`config.mk`:
```
export PLATFORM = sky130hd
export DESIGN_NAME = irq_status_ctrl
export DESIGN_NICKNAME = d
export VERILOG_FILES = /design/src/rtl/irq_ctrl_pkg.sv /design/src/rtl/irq_reg_decode.sv /design/src/rtl/irq_status_core.sv /design/src/rtl/irq_mask_out.sv /design/src/rtl/irq_status_ctrl.sv
export SDC_FILE = /design/constraint.sdc
export NUM_CORES = 1
export LEC_CHECK = 0
export ABC_CLOCK_PERIOD_IN_PS = 1890
export BUFFER_PORTS_ARGS = -buffer_cell sky130_fd_sc_hd__clkbuf_2
export CORE_ASPECT_RATIO = 1.75
export CORE_UTILIZATION = 54
export CTS_CLUSTER_DIAMETER = 40
export DETAILED_ROUTE_END_ITERATION = 7
export GPL_TIMING_DRIVEN = 0
export PLACE_DENSITY = 0.81
export SLEW_MARGIN = 10
export SYNTH_ARGS = -nofsm -noshare
export SYNTH_HDL_FRONTEND = slang
export SYNTH_HIERARCHICAL = 1
export SYNTH_SLANG_ARGS = --single-unit
```
`constraint.sdc`:
```
create_clock -name clk -period 1.89 [get_ports clk]
set_input_delay 0.0945 -clock clk [delete_from_list [all_inputs] [get_ports clk]]
set_output_delay 0.0945 -clock clk [all_outputs]
set_load 0.01 [all_outputs]
```
`src/rtl/irq_ctrl_pkg.sv`:
```
package irq_ctrl_pkg;

    typedef enum logic [0:0] {
        ST_SEED = 1'b0,
        ST_RUN  = 1'b1
    } seq_state_e;

    localparam int unsigned REG_W   = 32;
    localparam int unsigned NARROW_W = 16;

endpackage

```
`src/rtl/irq_reg_decode.sv`:
```
module irq_reg_decode #(
    parameter int unsigned ADDR_W   = 8,
    parameter int unsigned DATA_W   = 32,
    parameter int unsigned HALF_W   = 16,
    parameter int unsigned STAT_OFS = 'h70,
    parameter int unsigned MASK_OFS = 'h74
) (
    input  logic              bus_wr,
    input  logic              bus_wide,
    input  logic [ADDR_W-1:0] bus_addr,
    input  logic [DATA_W-1:0] bus_wdata,
    input  logic [DATA_W-1:0] status,
    input  logic [DATA_W-1:0] mask,
    output logic              stat_wr,
    output logic              mask_wr,
    output logic [DATA_W-1:0] keep_mask,
    output logic [DATA_W-1:0] wval,
    output logic [DATA_W-1:0] ack_val,
    output logic [DATA_W-1:0] rdata
);

    localparam logic [DATA_W-1:0] UPPER_ONES =
        {{(DATA_W-HALF_W){1'b1}}, {HALF_W{1'b0}}};
    localparam logic [ADDR_W-1:0] STAT_A = ADDR_W'(STAT_OFS);
    localparam logic [ADDR_W-1:0] MASK_A = ADDR_W'(MASK_OFS);

    logic hit_stat;
    logic hit_mask;
    logic [DATA_W-1:0] sel;

    always_comb begin
        hit_stat  = (bus_addr == STAT_A);
        hit_mask  = (bus_addr == MASK_A);
        stat_wr   = bus_wr && hit_stat;
        mask_wr   = bus_wr && hit_mask;
        keep_mask = bus_wide ? '0 : UPPER_ONES;
        wval      = bus_wdata & ~keep_mask;
        ack_val   = wval | keep_mask;
        if (hit_stat)      sel = status;
        else if (hit_mask) sel = mask;
        else               sel = '0;
        rdata = sel & ~keep_mask;
    end

endmodule

```
`src/rtl/irq_status_core.sv`:
```
module irq_status_core
    import irq_ctrl_pkg::*;
#(
    parameter int unsigned DATA_W   = 32,
    parameter int unsigned STICKY_A = 7,
    parameter int unsigned STICKY_B = 9,
    parameter int unsigned DMA_BIT  = 3
) (
    input  logic              clk,
    input  logic              rst_n,
    input  logic              cfg_a,
    input  logic              cfg_b,
    input  logic              stat_wr,
    input  logic [DATA_W-1:0] ack_val,
    input  logic [DATA_W-1:0] src_set,
    input  logic              dma_pulse,
    output logic [DATA_W-1:0] status
);

    seq_state_e        state_q, state_d;
    logic [DATA_W-1:0] status_q, status_d;
    logic [DATA_W-1:0] sticky_vec;
    logic [DATA_W-1:0] set_vec;
    logic [DATA_W-1:0] base;

    always_ff @(posedge clk or negedge rst_n) begin
        if (!rst_n) begin
            state_q  <= ST_SEED;
            status_q <= '0;
        end else begin
            state_q  <= state_d;
            status_q <= status_d;
        end
    end

    always_comb begin
        state_d = state_q;
        unique case (state_q)
            ST_SEED: state_d = ST_RUN;
            ST_RUN:  state_d = ST_RUN;
            default: state_d = ST_RUN;
        endcase
    end

    always_comb begin
        sticky_vec           = '0;
        sticky_vec[STICKY_A] = cfg_a;
        sticky_vec[STICKY_B] = cfg_b;
        set_vec              = src_set;
        set_vec[DMA_BIT]     = src_set[DMA_BIT] | dma_pulse;
        base = status_q;
        if (state_q == ST_SEED) base = base | sticky_vec;
        if (stat_wr)            base = (base | sticky_vec) & ack_val;
        status_d = base | set_vec;
    end

    assign status = status_q;

    assert_seed_a_R2: assert property (@(posedge clk) disable iff (!rst_n)
        (state_q == ST_SEED && !stat_wr && cfg_a) |=> status_q[STICKY_A]);

    assert_seed_b_R2: assert property (@(posedge clk) disable iff (!rst_n)
        (state_q == ST_SEED && !stat_wr && cfg_b) |=> status_q[STICKY_B]);

    assert_ack_clear_R3: assert property (@(posedge clk) disable iff (!rst_n)
        stat_wr |=> ((status_q & ~($past(ack_val) | $past(set_vec))) == '0));

    assert_sticky_keep_R4: assert property (@(posedge clk) disable iff (!rst_n)
        (stat_wr && cfg_a && ack_val[STICKY_A]) |=> status_q[STICKY_A]);

    assert_set_wins_R6: assert property (@(posedge clk) disable iff (!rst_n)
        (set_vec != '0) |=> ((status_q & $past(set_vec)) == $past(set_vec)));

endmodule

```
`src/rtl/irq_mask_out.sv`:
```
module irq_mask_out #(
    parameter int unsigned DATA_W = 32,
    parameter int unsigned HALF_W = 16
) (
    input  logic              clk,
    input  logic              rst_n,
    input  logic [DATA_W-1:0] status,
    input  logic              mask_wr,
    input  logic [DATA_W-1:0] keep_mask,
    input  logic [DATA_W-1:0] wval,
    output logic [DATA_W-1:0] mask,
    output logic              irq_out,
    output logic              recheck_pulse
);

    logic [DATA_W-1:0] mask_q, mask_d;
    logic              irq_q, irq_d;
    logic              rc_q, rc_d;

    always_comb begin
        mask_d = mask_wr ? ((mask_q & keep_mask) | wval) : mask_q;
        rc_d   = mask_wr && ((status & mask_d) != '0);
        irq_d  = |(status & mask_q);
    end

    always_ff @(posedge clk or negedge rst_n) begin
        if (!rst_n) begin
            mask_q <= '0;
            irq_q  <= 1'b0;
            rc_q   <= 1'b0;
        end else begin
            mask_q <= mask_d;
            irq_q  <= irq_d;
            rc_q   <= rc_d;
        end
    end

    assign mask          = mask_q;
    assign irq_out       = irq_q;
    assign recheck_pulse = rc_q;

    assert_recheck_cause_R10: assert property (@(posedge clk) disable iff (!rst_n)
        recheck_pulse |-> $past(mask_wr));

    assert_mask_upper_R8: assert property (@(posedge clk) disable iff (!rst_n)
        (mask_wr && keep_mask != '0) |=>
            (mask_q[DATA_W-1:HALF_W] == $past(mask_q[DATA_W-1:HALF_W])));

    assert_irq_rise_R9: assert property (@(posedge clk) disable iff (!rst_n)
        $rose(irq_out) |-> $past((status & mask_q) != '0));

endmodule

```
`src/rtl/irq_status_ctrl.sv`:
```
module irq_status_ctrl
    import irq_ctrl_pkg::*;
#(
    parameter int unsigned ADDR_W   = 8,
    parameter int unsigned STAT_OFS = 'h70,
    parameter int unsigned MASK_OFS = 'h74,
    parameter int unsigned STICKY_A = 7,
    parameter int unsigned STICKY_B = 9,
    parameter int unsigned DMA_BIT  = 3
) (
    input  logic              clk,
    input  logic              rst_n,
    input  logic              cfg_sticky_a,
    input  logic              cfg_sticky_b,
    input  logic              bus_wr,
    input  logic              bus_wide,
    input  logic [ADDR_W-1:0] bus_addr,
    input  logic [31:0]       bus_wdata,
    output logic [31:0]       bus_rdata,
    input  logic [31:0]       src_set,
    input  logic              dma_irq,
    output logic              irq_out,
    output logic              recheck_pulse
);

    localparam int unsigned DW = REG_W;
    localparam int unsigned HW = NARROW_W;

    logic          stat_wr;
    logic          mask_wr;
    logic [DW-1:0] keep_mask;
    logic [DW-1:0] wval;
    logic [DW-1:0] ack_val;
    logic [DW-1:0] status;
    logic [DW-1:0] mask;

    irq_reg_decode #(
        .ADDR_W(ADDR_W), .DATA_W(DW), .HALF_W(HW),
        .STAT_OFS(STAT_OFS), .MASK_OFS(MASK_OFS)
    ) u_decode (
        .bus_wr(bus_wr), .bus_wide(bus_wide), .bus_addr(bus_addr),
        .bus_wdata(bus_wdata), .status(status), .mask(mask),
        .stat_wr(stat_wr), .mask_wr(mask_wr), .keep_mask(keep_mask),
        .wval(wval), .ack_val(ack_val), .rdata(bus_rdata)
    );

    irq_status_core #(
        .DATA_W(DW), .STICKY_A(STICKY_A), .STICKY_B(STICKY_B), .DMA_BIT(DMA_BIT)
    ) u_status (
        .clk(clk), .rst_n(rst_n), .cfg_a(cfg_sticky_a), .cfg_b(cfg_sticky_b),
        .stat_wr(stat_wr), .ack_val(ack_val), .src_set(src_set),
        .dma_pulse(dma_irq), .status(status)
    );

    irq_mask_out #(
        .DATA_W(DW), .HALF_W(HW)
    ) u_mask (
        .clk(clk), .rst_n(rst_n), .status(status), .mask_wr(mask_wr),
        .keep_mask(keep_mask), .wval(wval), .mask(mask),
        .irq_out(irq_out), .recheck_pulse(recheck_pulse)
    );

endmodule

```
==> results.txt <==
- Run status: complete, but fails checks
- The checks that failed: design-rule violations, negative setup slack.
- Max Clk Rate: 461 MHz
- After detailed routing, the total wire length is 15700 um.
* Cell area after technology mapping: 4480 um2
- Of the post-synthesis cell area, the part taken by muxes is 0.0715.
* Cell with the most instances after synthesis: sky130_fd_sc_hd__dfrtp_1
* Startpoint-to-endpoint class of the critical path: input pin to flip-flop
- Dividing the detail-routed wire length by the instance count gives roughly 21 um.
* Final setup violating endpoints: 1
- Buffers placed on the I/O ports in this run total 95.
* Power spent charging and discharging nets: 929 uW
- In the synthesized netlist the async set-or-reset flop fraction comes to 1.00.
- VDD sags by at most 0.000525 V.
* Count of endpoints failing hold in the final timing report: 0
- Non-filler instance count after layout: 743
* Flop pwr share: 0.411
* Synth Area in Compound Gates: 0.175
- Entering global routing, the biggest net connects 55 pins.
* Longest Clk Path Bufs: 2
* Share of post-route cells with drive strength above 1: 0.355
- At the worst endpoint, the required time is 2100 ps.
- Drt via density: 5.91
- Part of the total power dissipated in the clock network: 0.414
* H-tree levels: 3
- Subtracting the final worst setup slack from the clock period gives 2170 ps.
* Antenna violations before repair: 0
- Overall power consumption after layout is estimated at 3.66 mW.
* Mean area per synthesized cell: 9.53 um2
- Least setup slack across all paths after layout: -279 ps
* Synth top area share: 0.374
* List of most frequent post-synthesis cells: 67 x sky130_fd_sc_hd__dfrtp_1, 65 x sky130_fd_sc_hd__nand2b_1, 64 x sky130_fd_sc_hd__buf_4
* P_int: 2.74 mW
* Cell at the root of the clock tree: sky130_fd_sc_hd__clkbuf_16
* Die span in y: 122 um
- Counting stages on the worst path, the most repeated cell is sky130_fd_sc_hd__buf_6.
- DIE WIDTH: roughly 71 um
- Post-route clock skew: 5.17 ps
- Floorplan die area: 8680 um2
- The routed layout has 4389 vias.
* Clock buffer count from CTS: 9
* Comb power frac: 0.175
- RSZ-0062 raised after global routing: true
- The via count of the first global-routing pass was 4463.
- Of the total power, the share spent switching nets is 0.253.
- The max-slew violation total from the final report was 0.
* DP HPWL: ~10000 um
- Routability-driven placement finished with a final weighted congestion of 0.948.
- Share of the synthesized netlist area taken by xor and xnor gates: 0
- Initial cell density of the core: 0.563
- Traced cell by cell, the critical path runs through buf_6 > or3_4 > nor3_4 > buf_6 > nand2b_4 > a32oi_1 > nand3_1 > or4_4 > o41a_1.
- The first TritonRoute pass finished after 8 iterations.
- For this design the ratio of total power to cell area is 602 nW/um2.
- Number of enable flip-flop cells after synthesis: 0
* Clock latency at the later pin of the worst-skew pair: 340 ps
* Inst Count DP: about 670
* Core Footprint: ~8000 um2
- The first routing iteration left roughly 430 violations.
- The repair_antennas step left the layout with diodes totalling 0.
- For this run, the leading register cell type out of synthesis is sky130_fd_sc_hd__dfrtp_1.
* Unique cell type count in the Yosys netlist: between 40 and 50
- Crit-path slowest cell: sky130_fd_sc_hd__or4_4
- Clock-pin slew was measured on the worst setup and hold paths at roughly 50 ps.
* # rows: 43
- Once detail routing completed, the nets flagged for antenna violations numbered 0.
- Combinational family with the most area after synthesis: simple AND/OR/NAND/NOR gates
- Final clock period utilization by the worst path: 1.15
- Boundary pin count: 113
* Transition time at the pin with the least slew margin: 810 ps
- #FFs+latches synth: 67
* Critical Path End Type: flip-flop
* Leak pwr: 2.80 nW
- Of the total synthesized cell area, the portion taken by AND, OR, NAND and NOR gates is 0.239.
- For this run the aggregate overflow at the end of global routing stands at 0.
- Max-cap violations in this run came to 0.
- The synthesized design spends more area on one cell type than any other, namely sky130_fd_sc_hd__dfrtp_1.
- Along the worst path, the maximum fanout reaches 5.
- Cells after Synth: 470
* CTS sink cnt: 67
- Number of synthesis warnings: 6
* Cell types with the largest area share after synthesis: sky130_fd_sc_hd__dfrtp_1 37%, sky130_fd_sc_hd__buf_4 11%, sky130_fd_sc_hd__nand2b_1 9.1%
- Relative slew slack: 0.460
* Layout net count: 728
- Adder-cell share of the synthesized area: 0
* Worst endpoint data arrival time: approximately 2400 ps
- Sequential fraction of the synthesis area: 0.374
- Residual DRC: 20
- Global-route usage over all layers: 0.373
- The worst setup path is launched from an input pin.
* Worst hold-check path type: input pin to flip-flop
- Max stage delay on crit path: 550 ps
- The first global-routing pass estimated ~24000 um of wire.
- CTS tree: done
- Relative to the synthesized area, the layout overhead comes to 35.9%.
flip-flops by register name, indices dropped and copies added, names as in the netlist:
register and count:
u_mask/mask 32, u_status/state_q 1, u_mask/irq_out 1, u_status/status 32
u_mask/recheck_pulse 1
cells in the final DEF (no fill, tap or decap), types with 2 or more instances in the layout:
| cell | netlist | final |
|---|---|---|
| sky130_fd_sc_hd__o31ai_1 | 2 | 2 |
| sky130_fd_sc_hd__nand4_1 | 7 | 7 |
| sky130_fd_sc_hd__inv_1 | 4 | 3 |
| sky130_fd_sc_hd__nand3_1 | 21 | 20 |
| sky130_fd_sc_hd__a221oi_1 | 4 | 4 |
| sky130_fd_sc_hd__clkbuf_16 | 0 | 9 |
| sky130_fd_sc_hd__nor3_2 | 10 | 10 |
| sky130_fd_sc_hd__buf_2 | 10 | 8 |
| sky130_fd_sc_hd__a21o_1 | 29 | 29 |
| sky130_fd_sc_hd__and2_1 | 16 | 16 |
| sky130_fd_sc_hd__clkbuf_2 | 0 | 92 |
| sky130_fd_sc_hd__dfrtp_1 | 67 | 67 |
| sky130_fd_sc_hd__buf_12 | 1 | 3 |
| sky130_fd_sc_hd__or2b_1 | 6 | 6 |
| sky130_fd_sc_hd__clkinv_2 | 0 | 3 |
| sky130_fd_sc_hd__buf_6 | 1 | 7 |
| sky130_fd_sc_hd__a222oi_1 | 2 | 2 |
| sky130_fd_sc_hd__conb_1 | 2 | 17 |
| sky130_fd_sc_hd__nand2b_1 | 65 | 62 |
| sky130_fd_sc_hd__mux2i_1 | 32 | 32 |
| sky130_fd_sc_hd__nor2_1 | 2 | 2 |
| sky130_fd_sc_hd__o21ai_0 | 6 | 6 |
| sky130_fd_sc_hd__nor2b_2 | 2 | 2 |
| sky130_fd_sc_hd__clkbuf_1 | 7 | 7 |
| sky130_fd_sc_hd__nand2_1 | 17 | 16 |
| sky130_fd_sc_hd__buf_4 | 64 | 79 |
| sky130_fd_sc_hd__nor3b_1 | 2 | 2 |
| sky130_fd_sc_hd__dlygate4sd3_1 | 0 | 38 |
| sky130_fd_sc_hd__a22oi_1 | 18 | 18 |
| sky130_fd_sc_hd__nor3_1 | 24 | 23 |
| sky130_fd_sc_hd__nand2b_4 | 0 | 3 |
| sky130_fd_sc_hd__a21oi_1 | 3 | 3 |
| sky130_fd_sc_hd__clkbuf_4 | 1 | 5 |
| sky130_fd_sc_hd__a22o_1 | 30 | 30 |
final timing paths:
| check | start | end | slack [ps] | cells after the start |
|---|---|---|---|---|
| worst min register to register | u_mask/mask[18]$_DFF_PN0_ | u_mask/mask[18]$_DFF_PN0_ | 550 | 2 |
| min in group asynchronous | rst_n | u_status/status[0]$_DFF_PN0_ | 200 | 2 |
| worst max-delay path | bus_addr[3] | u_mask/recheck_pulse$_DFF_PN0_ | -280 | 9 |
| worst min-delay path | bus_wdata[2] | u_mask/mask[2]$_DFF_PN0_ | 10 | 2 |
| max in group asynchronous | rst_n | u_mask/mask[28]$_DFF_PN0_ | 1130 | 3 |
| worst max register to register | u_status/status[6]$_DFF_PN0_ | u_mask/recheck_pulse$_DFF_PN0_ | -160 | 5 |
cells by family after synthesis:
logic type | count (synthesis)
multiplexers | 32
AND/OR/NAND/NOR | 178
AO/OA/AOI/OAI | 100
buffers and inverters | 91
other | 2
flip-flops | 67
layout make-up:
class	instances	area, um2
fill	568	1880
clock buffer	12	246
multi-input combinational	327	2300
clock inverter	3	15.0
inverter	5	22.5
timing repair buffer	154	1070
buffer	85	646
tap	90	113
sequential	67	1680
power by group through the flow:
stage	combinational, mW	clock, mW	sequential [mW]
floorplan	0.331	0	1.52
global placement	0.519	0	1.53
detailed placement	0.534	0	1.53
CTS	0.610	1.54	1.50
global route	0.682	1.58	1.51
finish	0.643	1.52	1.51
routing by layer:
layer / global-route usage / vias up / part of all wire
met5: 0 / - / 0
met4: 0.259 / 0 / 0.069
met3: 0.0583 / 73 / 0.068
met2: 0.647 / 274 / 0.51
met1: 0.417 / 2073 / 0.36
li1: - / 1969 / -
metrics by stage:
step	cell area (um2)	utilization	setup slack, ps	setup TNS [ps]	hold slack (ps)
final	6090	0.764	-279	-279	10.2
after global routing	6090	0.764	-278	-278	16.3
after CTS	5910	0.742	-224	-2820	1.29
after detailed placement	5190	0.652	-988	-33700	-3.12
after global placement	5160	0.648	-955	-31210	272
after floorplan	4570	-	-234	-234	-201
timing repair:
item,in CTS,in global routing
hold endpoints to repair,103,0
endpoints found under the setup margin,52,29
hold buffers,38,0
resized for setup,8,19
pin swaps,1,9
cloned,1,1
setup buffers,6,12
critical path: cells and delay by family:
kind,cells,cell delay [ps]
simple gates,5,1420
compound gates,2,590
buf+inv,2,270
Power figures use the tool's default switching activity.
